## src/rtl/tlm_pkg.sv

```systemverilog
package tlm_pkg;

   // Which deadline the current data phase is timed against
   typedef enum logic {
      PH_FIRST = 1'b0,
      PH_LATER = 1'b1
   } phase_e;

endpackage

```

## src/rtl/tlm_phase_timer.sv

```systemverilog
// Tracks whether a transaction is open, which phase it is in and how many
// clocks have passed in that phase. The age saturates at the phase deadline.
module tlm_phase_timer
   import tlm_pkg::*;
#(
   parameter int FIRST_LIMIT = 16,
   parameter int LATER_LIMIT = 8,
   parameter int AW          = 5
) (
   input  logic          clk,
   input  logic          rst_n,
   input  logic          start_i,
   input  logic          end_i,
   input  logic          beat_i,
   output logic          active_o,
   output phase_e        phase_o,
   output logic [AW-1:0] age_o,
   output logic          at_limit_o
);

   localparam logic [AW-1:0] FIRST_LIM_V = AW'(FIRST_LIMIT);
   localparam logic [AW-1:0] LATER_LIM_V = AW'(LATER_LIMIT);
   localparam logic [AW-1:0] AGE_ONE     = AW'(1);

   logic          active_q;
   phase_e        phase_q;
   logic [AW-1:0] age_q;
   logic [AW-1:0] limit_w;
   logic          reached_w;

   always_comb begin
      limit_w   = (phase_q == PH_FIRST) ? FIRST_LIM_V : LATER_LIM_V;
      reached_w = (age_q >= limit_w);
   end

   always_ff @(posedge clk) begin
      if (!rst_n) begin
         active_q <= 1'b0;
         phase_q  <= PH_FIRST;
         age_q    <= '0;
      end else if (end_i) begin
         active_q <= 1'b0;
         phase_q  <= PH_FIRST;
         age_q    <= '0;
      end else if (start_i) begin
         active_q <= 1'b1;
         phase_q  <= PH_FIRST;
         age_q    <= AGE_ONE;
      end else if (active_q && beat_i) begin
         phase_q  <= PH_LATER;
         age_q    <= AGE_ONE;
      end else if (active_q && !reached_w) begin
         age_q    <= age_q + AGE_ONE;
      end
   end

   assign active_o   = active_q;
   assign phase_o    = phase_q;
   assign age_o      = age_q;
   assign at_limit_o = active_q && reached_w;

endmodule

```

## src/rtl/tlm_waiver.sv

```systemverilog
// Captures the waiver bit for the current phase. It is honoured only if seen
// at the phase restart edge or while the phase age is below its grace window.
module tlm_waiver
   import tlm_pkg::*;
#(
   parameter int FIRST_GRACE = 15,
   parameter int LATER_GRACE = 7,
   parameter int AW          = 5
) (
   input  logic          clk,
   input  logic          rst_n,
   input  logic          clear_i,
   input  logic          restart_i,
   input  logic          active_i,
   input  phase_e        phase_i,
   input  logic [AW-1:0] age_i,
   input  logic          dis_i,
   output logic          waived_o
);

   localparam logic [AW-1:0] FIRST_GRACE_V = AW'(FIRST_GRACE);
   localparam logic [AW-1:0] LATER_GRACE_V = AW'(LATER_GRACE);

   logic [AW-1:0] grace_w;
   logic          in_window_w;
   logic          waived_q;

   always_comb begin
      grace_w     = (phase_i == PH_FIRST) ? FIRST_GRACE_V : LATER_GRACE_V;
      in_window_w = active_i && (age_i < grace_w);
   end

   always_ff @(posedge clk) begin
      if (!rst_n) begin
         waived_q <= 1'b0;
      end else if (clear_i) begin
         waived_q <= 1'b0;
      end else if (restart_i) begin
         waived_q <= dis_i;
      end else if (dis_i && in_window_w) begin
         waived_q <= 1'b1;
      end
   end

   assign waived_o = waived_q;

endmodule

```

## src/rtl/tlm_expiry.sv

```systemverilog
// Decides when a deadline has expired. It raises at most one request per
// transaction, and the output stage is registered or combinational.
module tlm_expiry
   import tlm_pkg::*;
#(
   parameter bit OUT_REG = 1'b1
) (
   input  logic   clk,
   input  logic   rst_n,
   input  logic   start_i,
   input  logic   end_i,
   input  logic   active_i,
   input  logic   at_limit_i,
   input  logic   waived_i,
   input  logic   beat_i,
   input  logic   ready_i,
   input  phase_e phase_i,
   output logic   retry_o,
   output logic   disc_o
);

   logic fired_q;
   logic fire_w;
   logic retry_w;
   logic disc_w;

   always_comb begin
      fire_w  = active_i && at_limit_i && !beat_i && !ready_i && !waived_i
                && !fired_q && !start_i && !end_i;
      retry_w = fire_w && (phase_i == PH_FIRST);
      disc_w  = fire_w && (phase_i == PH_LATER);
   end

   always_ff @(posedge clk) begin
      if (!rst_n) begin
         fired_q <= 1'b0;
      end else if (start_i || end_i) begin
         fired_q <= 1'b0;
      end else if (fire_w) begin
         fired_q <= 1'b1;
      end
   end

   generate
      if (OUT_REG) begin : g_out_reg
         logic retry_q;
         logic disc_q;
         always_ff @(posedge clk) begin
            if (!rst_n) begin
               retry_q <= 1'b0;
               disc_q  <= 1'b0;
            end else begin
               retry_q <= retry_w;
               disc_q  <= disc_w;
            end
         end
         assign retry_o = retry_q;
         assign disc_o  = disc_q;
      end else begin : g_out_comb
         assign retry_o = retry_w;
         assign disc_o  = disc_w;
      end
   endgenerate

endmodule

```

## src/rtl/tlat_monitor.sv

```systemverilog
module tlat_monitor
   import tlm_pkg::*;
#(
   parameter int FIRST_LIMIT = 16,
   parameter int LATER_LIMIT = 8,
   parameter int FIRST_GRACE = 15,
   parameter int LATER_GRACE = 7,
   parameter bit OUT_REG     = 1'b1
) (
   input  logic clk,
   input  logic rst_n,
   input  logic txn_start,
   input  logic txn_end,
   input  logic beat_done,
   input  logic data_ready,
   input  logic lat_rule_off,
   output logic retry_req,
   output logic disc_req
);

   localparam int AW = $clog2(FIRST_LIMIT + 1);

   generate
      if (FIRST_LIMIT < 2 || LATER_LIMIT < 2) begin : g_bad_limit
         $error("tlat_monitor: deadlines must be at least 2 clocks");
      end
      if (LATER_LIMIT > FIRST_LIMIT) begin : g_bad_order
         $error("tlat_monitor: later deadline exceeds first deadline");
      end
      if (FIRST_GRACE < 1 || FIRST_GRACE > FIRST_LIMIT) begin : g_bad_fgrace
         $error("tlat_monitor: first grace window out of range");
      end
      if (LATER_GRACE < 1 || LATER_GRACE > LATER_LIMIT) begin : g_bad_lgrace
         $error("tlat_monitor: later grace window out of range");
      end
   endgenerate

   logic          active_w;
   phase_e        phase_w;
   logic [AW-1:0] age_w;
   logic          at_limit_w;
   logic          waived_w;
   logic          restart_w;

   assign restart_w = txn_start || (active_w && beat_done);

   tlm_phase_timer #(
      .FIRST_LIMIT (FIRST_LIMIT),
      .LATER_LIMIT (LATER_LIMIT),
      .AW          (AW)
   ) u_timer (
      .clk        (clk),
      .rst_n      (rst_n),
      .start_i    (txn_start),
      .end_i      (txn_end),
      .beat_i     (beat_done),
      .active_o   (active_w),
      .phase_o    (phase_w),
      .age_o      (age_w),
      .at_limit_o (at_limit_w)
   );

   tlm_waiver #(
      .FIRST_GRACE (FIRST_GRACE),
      .LATER_GRACE (LATER_GRACE),
      .AW          (AW)
   ) u_waiver (
      .clk       (clk),
      .rst_n     (rst_n),
      .clear_i   (txn_end),
      .restart_i (restart_w),
      .active_i  (active_w),
      .phase_i   (phase_w),
      .age_i     (age_w),
      .dis_i     (lat_rule_off),
      .waived_o  (waived_w)
   );

   tlm_expiry #(
      .OUT_REG (OUT_REG)
   ) u_expiry (
      .clk        (clk),
      .rst_n      (rst_n),
      .start_i    (txn_start),
      .end_i      (txn_end),
      .active_i   (active_w),
      .at_limit_i (at_limit_w),
      .waived_i   (waived_w),
      .beat_i     (beat_done),
      .ready_i    (data_ready),
      .phase_i    (phase_w),
      .retry_o    (retry_req),
      .disc_o     (disc_req)
   );

endmodule

```

## config.mk

```make
export PLATFORM = sky130hd
export DESIGN_NAME = tlat_monitor
export DESIGN_NICKNAME = d
export VERILOG_FILES = /design/src/rtl/tlm_pkg.sv /design/src/rtl/tlm_phase_timer.sv /design/src/rtl/tlm_waiver.sv /design/src/rtl/tlm_expiry.sv /design/src/rtl/tlat_monitor.sv
export SDC_FILE = /design/constraint.sdc
export NUM_CORES = 1
export LEC_CHECK = 0
export ABC_AREA = 1
export CAP_MARGIN = 20
export CORE_MARGIN = 1.5
export CORE_UTILIZATION = 28
export DETAILED_ROUTE_END_ITERATION = 16
export DONT_BUFFER_PORTS = 1
export SYNTH_ARGS = -nofsm -noshare
export SYNTH_HDL_FRONTEND = slang
export SYNTH_SLANG_ARGS = --single-unit
```

## constraint.sdc

```tcl
create_clock -name clk -period 2.6 [get_ports clk]
set_input_delay 0.52 -clock clk [delete_from_list [all_inputs] [get_ports clk]]
set_output_delay 0.52 -clock clk [all_outputs]
set_load 0.005 [all_outputs]
```

# Yosys cells after proc, flatten, opt, wreduce, memory -nomap -nowiden
# Index checks and enable logic that the tools add are counted.
# word_totals
output_inout_bits	2
reg_bits	11
# classes
reduce_logical	29
mux	7
n_addsub	1
bitwise_logic	2
magnitude_cmp	2
# op_table
op	n
$logic_and 1x1->1	14
$logic_not 1->1	7
$add 5x1->5 const B	1
$ge 5x5->1	1
$lt 5x4->1	1
$mux 1	5
$mux 5	1
$mux 4	1
$reduce_or 2->1	2
$reduce_or 4->1	1
$reduce_bool 3->1	1
$reduce_or 3->1	1
$logic_or 1x1->1	2
$not 1->1	2
$reduce_bool 2->1	1

# Depth between registers and ports, before layout
# Gate-level depths: netlist of run 1.
# logic_depth
ltp_word	11
ltp_mapped	9
mapped_depth_nobuf	9

# Cells and area by module
# From an unflattened synthesis of run 1, not the netlist that was laid out.
# unflattened
cells_unflattened	107
area_unflattened_um2	708.2
# modules_own_cells
module	seq_area_each_um2	area_each_um2	n_inst	cells_per_inst
tlm_phase_timer	140.1	461.7	1	64
tlm_expiry	60.1	135.1	1	22
tlm_waiver	20.0	100.1	1	18
tlat_monitor	0.0	11.3	1	3

# Worst setup path before layout of run 1
# Ideal clock, no wire load.
# synth_timing
kind	register -> register
startpoint	register u_timer.age_q[3] (netlist: u_timer.age_o[3])
endpoint	register u_timer.age_q[4] (netlist: u_timer.age_o[4])
arrival_ns	1.198
slack_ns	1.332
t_required_ns	2.530
setup_time_ns	0.070
path_stages_with_launch	10
cell_sequence	dfxtp_1 -> inv_1 -> ha_1 -> inv_1 -> nor2_1 -> nand2_1 -> nand3_4 -> inv_2 -> nand2_1 -> a21oi_1
# synth_between
elab_chain_cells	3
# synth_rtl
item	line_no	text
start, declared	tlm_phase_timer.sv:27	logic [AW-1:0] age_q;
start signal, assigned	tlm_phase_timer.sv:53	age_q <= age_q + AGE_ONE;
$ge 5x5->1	tlm_phase_timer.sv:33	reached_w = (age_q >= limit_w);
$logic_not 1->1	tlm_phase_timer.sv:52	end else if (active_q && !reached_w) begin
$logic_and 1x1->1	tlm_phase_timer.sv:52	
# Several ways; a longest one is shown, not always the timed one.
# A chain may end at the register's enable or synchronous reset.

# Worst setup path in the final report of run 1
# layout_timing
startpoint	register u_timer.age_q[3] (netlist: u_timer.age_o[3])
endpoint	register u_timer.age_q[1] (netlist: u_timer.age_o[1])
# layout_between
elab_chain_cells	3
# layout_rtl
item	line_no
$ge 5x5->1	tlm_phase_timer.sv:33
$logic_not 1->1	tlm_phase_timer.sv:52
$logic_and 1x1->1	tlm_phase_timer.sv:52
# Every way passes these cells.

==> run summary, run 1 <==
Total Neg Setup Slack - 0 ns
hpwl dp - 816.9 um
arrival time worst endpoint - 1.64 ns
Synth warnings - 0
placeable core area - 1962 um^2
Max-Slew Margin vs Limit - 76.37%
post-CTS setup buffers - 0
Setup WS post-layout - 1.164 ns
GP Congestion - 0.7527
post-CTS resize count - 0
Die Span X - 48.73 um
Hold Path Stages - 2
Num CTS Buffers - 3
first-pass GRT wire length - 1821 um
depth of the CTS H-tree - 1
Avg Inst Size Synth - 7.412 um^2
critical path required time - 2.80 ns
number of global-route vias before repair - 458
CTS sink cnt - 11
largest net degree at the start of global routing - 8
total number of vias - 481
clk_lat worst skew - 0.27 ns
wire length per cell - 9.609 um
antenna violations before repair - 0
Finish-stage setup viols - 0
IO buf count - 0
site row count - 16
fmax - 0.6962 GHz
synthesized area - 585.6 um^2
Detailed Routing Iterations Pass 1 - 2
Final Hold Vio Count - 0
Reg clk slew, reported paths - 0.07 ns
CTS tree - done
Non-Filler Instances - 110
placed cells - 106
delay-heaviest family, CP - flip-flops
Initial Utilization - 29.85%
Root Buffer - clkbuf_4
RSZ-0062 raised after global routing - false
FF-to-FF path depth - 9
Yosys cell types - 16
RR Startpoint - u_timer.age_o[3]$_SDFFE_PP0P_
Ports - 9
Setup Skew - 0.001119 ns
FF-to-FF End - u_timer.age_o[1]$_SDFFE_PP0P_
worst setup path category - flip-flop to flip-flop
gr usage total - 10.55%
Max-Cap Viols - 0
hold path startpoint - lat_rule_off
antenna cells - 0
CTS Hold Bufs - 0
Max Slew Vio Count - 0
NumNets Final - 96
Synth Instances - 79
Buffers & Inverters on Critical Path - 3
Slowest-stage cell, CP - dfxtp_1
hold slack - 0.3892 ns
Hold Path Class - primary input to flip-flop
synthesis-to-finish area growth - 10.26%
CP startpoint kind - flip-flop
Max Fanout on Critical Path - 7
net count after synthesis - 91
Clock Path Buffers - 2
pwr/cell area - 482.7 nW/um^2
Seq/Total Area, Yosys - 37.61%
crit-path cells - inv_1, ha_1, inv_1, nor2_1, nand2_1, nand3_4, inv_2, nand2_1, a21oi_1
final period utilization - 55.25%
DR iter-0 viols - 4
CP max stage delay - 0.38 ns
Max rail drop VDD - 161.2 uV
reg2reg setup slack - 1.16 ns
DP Area - 619.3 um^2
DRC - 0
most frequent cells in the layout - 19 x nand2_1, 11 x inv_1, 11 x dfxtp_1
static leakage - 0.2743 nW
critical path capture point type - flip-flop
synthesis-stage register bit count - 11
DR vias/cell - 4.373
post-route cell area - 645.6 um^2
total congestion overflow - 0
status - completed
pre-CTS setup slack - 1.190 ns
Least-Margin Pin Slew - 0.3545 ns
final wirelength - 1057 um
layout cell share with drive strength beyond 1 - 10.84%
Hold EP - u_waiver.waived_o$_SDFFE_PP0P_
fillers - 239
Final ANT Viol Nets - 0
die area - 2375 um^2
most common cell after layout, fill and taps aside - nand2_1
fin crit period - 1.436 ns
die height - 48.73 um
-- per-layer routing --
layer	part of all wire, %	routed length, um	global-route usage, %	up-vias
li1	-	-	-	258
met1	47	497	11.88	209
met2	44	468	15.30	9
met3	4.5	48	3.704	5
met4	4.1	43	10.00	0
met5	0	0	0	-
-- cell usage after synthesis --
cell type | number | area share (%)
o21ai_0 | 1 | 0.85
ha_1 | 5 | 11
dfxtp_1 | 11 | 38
nor2_1 | 4 | 2.6
inv_1 | 11 | 7.1
inv_2 | 2 | 1.3
nor2_2 | 1 | 1.1
nor3_1 | 2 | 1.7
nand2_1 | 19 | 12
xnor2_1 | 1 | 1.5
nand3_4 | 1 | 3.0
nand3_1 | 8 | 6.8
nor2b_2 | 1 | 1.5
xor2_1 | 2 | 3.0
a21oi_1 | 9 | 7.7
a21oi_2 | 1 | 1.5
-- cells by family after synthesis --
group | synth area share [%]
flip-flops | 37.61
XOR/XNOR | 4.488
AO/OA/AOI/OAI | 10.04
AND/OR/NAND/NOR | 28.85
buffers and inverters | 8.334
adder cells (fa/ha/maj) | 10.68
-- metrics by stage --
step / utilization (%) / power (W)
final: 32.91 / 0.0003116
after CTS: 32.91 / 0.0003156
after floorplan: - / 0.0001929
after global placement: 31.57 / 0.0001966
after detailed placement: 31.57 / 0.0001966
after global routing: 32.91 / 0.0003292
-- cell type report --
type	count	area, um^2	share of cell area (%)
Clock buffer	4	26.28	4.070
Multi-Input combinational cell	55	316.6	49.03
Tap cell	27	33.78	5.233
Sequential cell	11	220.2	34.11
Inverter	13	48.80	7.558
-- report_power, final --
group	switching, W	leakage, nW	internal (W)	total, W
Combinational	0.0000120	0.170	0.00000667	0.0000186
Clock	0.0000596	0.0150	0.0000594	0.000119
Sequential	0.00000306	0.0891	0.000171	0.000174
-- sequential cells by signal (all words and copies together), names as in the netlist --
name / cells
u_timer.phase_o: 1
u_waiver.waived_o: 1
u_expiry.retry_o: 1
u_expiry.fired_q: 1
u_expiry.disc_o: 1
u_timer.age_o: 5
u_timer.active_o: 1
-- how the worst max path moves through the flow --
stage	start	endpoint	slack (ns)	cells after the start
6_report	u_timer.age_o[3]$_SDFFE_PP0P_	u_timer.age_o[1]$_SDFFE_PP0P_	1.16	9
5_1_grt	u_timer.age_o[3]$_SDFFE_PP0P_	u_timer.age_o[2]$_SDFFE_PP0P_	1.01	9
4_1_cts	u_timer.age_o[3]$_SDFFE_PP0P_	u_timer.age_o[1]$_SDFFE_PP0P_	1.17	9
3_5_place_dp	u_timer.age_o[3]$_SDFFE_PP0P_	u_timer.age_o[3]$_SDFFE_PP0P_	1.19	9
3_3_place_gp	u_timer.age_o[3]$_SDFFE_PP0P_	u_timer.age_o[3]$_SDFFE_PP0P_	1.23	9
2_1_floorplan	u_timer.age_o[3]$_SDFFE_PP0P_	u_timer.age_o[4]$_SDFFE_PP0P_	1.33	9
Power figures use the tool's default switching activity.
==> run 2: changes to the inputs <==
==> constraint.sdc (replaced) <==
create_clock -name clk -period 1.3 [get_ports clk]
set_input_delay 0.26 -clock clk [delete_from_list [all_inputs] [get_ports clk]]
set_output_delay 0.26 -clock clk [all_outputs]
set_load 0.005 [all_outputs]
==> run 2 against run 1 <==
  * Wire length increased by 16%
  * Core utilization up 6.4 points
  * Sequential power grew 98%
  * Worst hold slack lost 0.27 ns
  * Critical path depth fell by 3
  * Total power rose by 100%
  * First-iteration DRC count is 75% higher
  * Cell count increased by 6.4%
  * Combinational power increased to 2.6 times the previous value
  * Die area did not move
  * Maximum frequency increased by 15%
  * Clock power rose by 100%
==> run summary, run 2 (synthesis results as in run 1) <==
status - completed
Total Neg Setup Slack - 0 ns
Root Buffer - clkbuf_4
CP startpoint kind - flip-flop
Final ANT Viol Nets - 0
hold slack - 0.1232 ns
CTS tree - done
DR vias/cell - 4.419
Max Fanout on Critical Path - 7
Detailed Routing Iterations Pass 1 - 4
Max Slew Vio Count - 0
GP Congestion - 0.7572
depth of the CTS H-tree - 1
final period utilization - 96.31%
arrival time worst endpoint - 1.46 ns
total number of vias - 517
Reg clk slew, reported paths - 0.08 ns
Buffers & Inverters on Critical Path - 1
hpwl dp - 880.8 um
Least-Margin Pin Slew - 0.3796 ns
IO buf count - 0
Max-Cap Viols - 0
critical path capture point type - flip-flop
Setup Skew - 0.006423 ns
largest net degree at the start of global routing - 8
Slowest-stage cell, CP - dfxtp_4
Non-Filler Instances - 117
fmax - 0.7987 GHz
antenna cells - 0
final wirelength - 1226 um
Hold Path Class - primary input to flip-flop
most common cell after layout, fill and taps aside - nand2_1
DRC - 0
delay-heaviest family, CP - flip-flops
static leakage - 0.3246 nW
Final Hold Vio Count - 0
Finish-stage setup viols - 0
placed cells - 112
number of global-route vias before repair - 485
antenna violations before repair - 0
die area - 2375 um^2
fin util - 39.35%
RSZ-0062 raised after global routing - true
Max rail drop VDD - 311.0 uV
clk_lat worst skew - 0.28 ns
synthesis-to-finish area growth - 31.84%
CTS Hold Bufs - 0
pwr/cell area - 820.5 nW/um^2
Initial Utilization - 29.85%
site row count - 16
CP max stage delay - 0.37 ns
Die Span X - 48.73 um
placeable core area - 1962 um^2
DR iter-0 viols - 7
total congestion overflow - 0
layout cell share with drive strength beyond 1 - 38.89%
Ports - 9
first-pass GRT wire length - 1994 um
fin crit period - 1.252 ns
die height - 48.73 um
Max-Slew Margin vs Limit - 74.70%
NumNets Final - 103
number of flip-flops in the largest register - 5
Num CTS Buffers - 3
Clock Path Buffers - 2
crit-path cells - ha_4, a21oi_4, nand3_4, inv_4, nand2_2, a21oi_2
CTS sink cnt - 11
gr usage total - 11.16%
worst setup path category - flip-flop to flip-flop
wire length per cell - 10.48 um
most frequent cells in the layout - 14 x nand2_1, 8 x inv_1, 8 x nand3_1
critical path required time - 1.50 ns
[run 2: cell count changes in the layout (fill, tap and decap cells not counted), sizes merged]
cell and delta:
buf +7, clkbuf -1, clkinv +1
[run 2: area by class of cell]
class,instances,area (um^2)
clock inverters,1,5.005
inverters,13,51.30
repair buffers,7,52.55
multi-input cells,55,379.1
flip-flops and latches,11,227.7
fillers,227,1190
well taps,27,33.78
clock buffers,3,22.52
[run 2: power breakdown]
group	total (W)	internal, W	switching (W)
Clock	0.000241	0.000114	0.000127
Combinational	0.0000475	0.0000182	0.0000293
Sequential	0.000345	0.000340	0.00000455
[run 2: worst paths after layout]
| kind | from | to | slack (ns) | cells after the start |
|---|---|---|---|---|
| hold / removal | lat_rule_off | u_waiver.waived_o$_SDFFE_PP0P_ | 0.12 | 2 |
| setup / recovery | u_timer.phase_o$_SDFFE_PP0P_ | u_timer.age_o[3]$_SDFFE_PP0P_ | 0.05 | 6 |
| setup reg to reg | u_timer.phase_o$_SDFFE_PP0P_ | u_timer.age_o[3]$_SDFFE_PP0P_ | 0.05 | 6 |
| hold reg to reg | u_expiry.fired_q$_SDFFE_PP0P_ | u_expiry.fired_q$_SDFFE_PP0P_ | 0.46 | 2 |
[run 2: worst reg2reg max path: stages (launching register included)]
cell and delay [ns]:
dfxtp_4 0.37, ha_4 0.23, a21oi_4 0.16, nand3_4 0.14
inv_4 0.11, nand2_2 0.05, a21oi_2 0.12
[run 2: repair_timing]
action / in CTS / in global routing
setup buffers: 0 / 1
endpoints found under the setup margin: 5 / 8
gates resized for setup: 6 / 15
pin swaps: 4 / 5
[run 2: per-layer routing]
| metal | vias to the layer above | routed length [um] | GRT usage (%) |
|---|---|---|---|
| met5 | - | 0 | 0 |
| met4 | 0 | 0 | 8.571 |
| met3 | 0 | 51 | 3.704 |
| met2 | 8 | 649 | 17.12 |
| met1 | 230 | 525 | 12.71 |
| li1 | 279 | - | - |
[run 2: through the flow]
| stage | area (um^2) | worst slack, ns | power [W] |
|---|---|---|---|
| after floorplan | 585.6 | 0.03168 | 0.0003857 |
| after global placement | 664.4 | -0.04084 | 0.0003963 |
| after detailed placement | 664.4 | -0.07416 | 0.0003966 |
| after CTS | 724.4 | 0.007666 | 0.0006360 |
| after global routing | 772.0 | -0.04031 | 0.0006690 |
| final | 772.0 | 0.04802 | 0.0006334 |
==> run 3: changes to the inputs <==
--- a/config.mk
+++ b/config.mk
@@ -6,11 +6,12 @@
 export NUM_CORES = 1
 export LEC_CHECK = 0
 export ABC_AREA = 1
+export BUFFER_PORTS_ARGS = -buffer_cell sky130_fd_sc_hd__buf_2
 export CAP_MARGIN = 20
 export CORE_MARGIN = 1.5
 export CORE_UTILIZATION = 28
 export DETAILED_ROUTE_END_ITERATION = 16
-export DONT_BUFFER_PORTS = 1
+export SETUP_SLACK_MARGIN = 0.4
 export SYNTH_ARGS = -nofsm -noshare
 export SYNTH_HDL_FRONTEND = slang
 export SYNTH_SLANG_ARGS = --single-unit
==> constraint.sdc (replaced) <==
create_clock -name clk -period 1.2 [get_ports clk]
set_input_delay 0.24 -clock clk [delete_from_list [all_inputs] [get_ports clk]]
set_output_delay 0.24 -clock clk [all_outputs]
set_load 0.005 [all_outputs]
==> run 3 against run 2 <==
  * The flow now finishes with violations (negative setup slack)
  * Critical path depth grew 2
  * Maximum frequency shrank 2.1%
  * Final area up 12%
  * Core utilization rose by 4.9 points
  * Cell count grew 7.7%
  * Total power increased by 11%
  * Combinational power rose by 47%
  * Largest cell class unchanged
  * First-iteration DRC count grew 110%
  * Critical endpoint is now u_timer.age_o[1]$_SDFFE_PP0P_
  * Critical path type unchanged
  * Sequential share of layout area fell by 3.1 points
  * Wire length increased by 9.5%
==> run summary, run 3 (synthesis results as in run 1) <==
post-route cell area - 868.3 um^2
Max Fanout on Critical Path - 7
DRC - 0
die height - 48.73 um
placeable core area - 1962 um^2
CTS tree - done
cell internal pwr - 0.0005262 W
final wirelength - 1342 um
number of global-route vias before repair - 540
DR iter-0 viols - 15
pwr/cell area - 811.3 nW/um^2
Initial Utilization - 29.85%
layout cell share with drive strength beyond 1 - 52.53%
Final ANT Viol Nets - 0
depth of the CTS H-tree - 1
register share of total power - 53.0%
antenna cells - 0
Max-Cap Viols - 0
status - complete, but fails checks
antenna violations before repair - 0
fin crit period - 1.279 ns
die area - 2375 um^2
pre-CTS setup slack - -0.06870 ns
critical path required time - 1.41 ns
largest net degree at the start of global routing - 8
wire length per cell - 10.65 um
synthesis-to-finish area growth - 48.29%
worst setup path category - flip-flop to flip-flop
clk_lat worst skew - 0.28 ns
GP Congestion - 0.7745
DR vias/cell - 4.563
Num CTS Buffers - 3
CP startpoint kind - flip-flop
Least-Margin Pin Slew - 0.3411 ns
Die Span X - 48.73 um
total number of vias - 575
Finish-stage setup viols - 5
NumNets Final - 112
Max rail drop VDD - 306.6 uV
net load switching power - 0.0001783 W
final period utilization - 106.6%
Clock Path Buffers - 2
Hold Path Class - primary input to flip-flop
Detailed Routing Iterations Pass 1 - 4
Reg clk slew, reported paths - 0.07 ns
Root Buffer - clkbuf_4
Setup Skew - 0.002718 ns
Max Slew Vio Count - 0
fmax - 0.7818 GHz
hpwl dp - 971.3 um
Final Hold Vio Count - 0
RSZ-0062 raised after global routing - true
total congestion overflow - 0
Ports - 9
site row count - 16
static leakage - 0.3564 nW
most common cell after layout, fill and taps aside - nand2_1
CTS sink cnt - 11
IO buf count - 8
DP Area - 743.2 um^2
Setup WS post-layout - -0.07906 ns
critical path capture point type - flip-flop
arrival time worst endpoint - 1.48 ns
Max-Slew Margin vs Limit - 77.26%
fillers - 206
number of flip-flops in the largest register - 5
first-pass GRT wire length - 2132 um
clock network power share - 37.1%
sw frac - 25.31%
gr usage total - 11.95%
most frequent cells in the layout - 13 x nand2_1, 8 x inv_1, 8 x buf_2
failing checks - negative setup slack
Comb pwr share - 9.9%
-- run 3: cell count changes in the layout (fill, tap and decap cells not counted), moves of 2 or more --
cell	previous run	this run
a21oi_1	7	3
ha_1	3	1
buf_4	7	5
buf_2	0	8
buf_6	0	3
a21oi_2	2	6
-- run 3: power groups by stage --
stage	registers [W]	logic, W	clock network, W
finish	0.000373	0.0000697	0.000261
global route	0.000374	0.0000786	0.000296
CTS	0.000373	0.0000630	0.000276
detailed placement	0.000382	0.0000594	0
global placement	0.000382	0.0000580	0
floorplan	0.000382	0.0000346	0
-- run 3: timing repair --
action                                  4_1_cts  5_1_grt
pin swaps                                     6        6
hold buffers                                  0        0
setup buffers                                 2        0
endpoints found under the setup margin       11       12
gates resized for setup                      10       17
-- run 3: critical path, stage by stage (launching register included) --
cell	delay [ns]
dfxtp_4	0.37
ha_4	0.24
inv_2	0.05
nor2_2	0.03
nand2_2	0.09
nand3_4	0.12
inv_4	0.11
nand2_2	0.06
a21oi_2	0.13
-- run 3: layout make-up --
type | count | area [um^2] | share of cell area, %
sequential | 11 | 229.0 | 26.37
clock buffer | 4 | 26.28 | 3.026
timing repair buffer | 16 | 111.4 | 12.82
inverter | 13 | 53.80 | 6.196
multi-input combinational | 55 | 414.1 | 47.69
tap | 27 | 33.78 | 3.890
-- run 3: path summary, 6_finish.rpt --
check	start	end	slack, ns	cells past startpoint
setup / recovery	u_timer.phase_o$_SDFFE_PP0P_	u_timer.age_o[1]$_SDFFE_PP0P_	-0.08	8
hold / removal	lat_rule_off	u_waiver.waived_o$_SDFFE_PP0P_	0.18	3
setup reg to reg	u_timer.phase_o$_SDFFE_PP0P_	u_timer.age_o[1]$_SDFFE_PP0P_	-0.08	8
hold reg to reg	u_expiry.fired_q$_SDFFE_PP0P_	u_expiry.fired_q$_SDFFE_PP0P_	0.48	2
-- run 3: per-layer routing --
| metal | GRT usage [%] | wire length [um] | share of wire, % |
|---|---|---|---|
| met3 | 2.778 | 31 | 2.3 |
| met4 | 10.00 | 48 | 3.6 |
| met2 | 18.95 | 687 | 51 |
| met1 | 13.50 | 575 | 43 |
| met5 | 0 | 0 | 0 |
-- run 3: through the flow --
stage / utilization (%) / instances / hold WS, ns / setup TNS [ns] / total power, W
after global routing: 44.26 / 126 / 0.2020 / -0.9094 / 0.0007485
after floorplan: - / 79 / 0.3713 / 0 / 0.0004168
after global placement: 37.88 / 120 / 0.4616 / -0.1801 / 0.0004396
after detailed placement: 37.88 / 120 / 0.4622 / -0.2578 / 0.0004411
after CTS: 41.65 / 126 / 0.1773 / -0.2187 / 0.0007119
final: 44.26 / 126 / 0.1826 / -0.2978 / 0.0007045
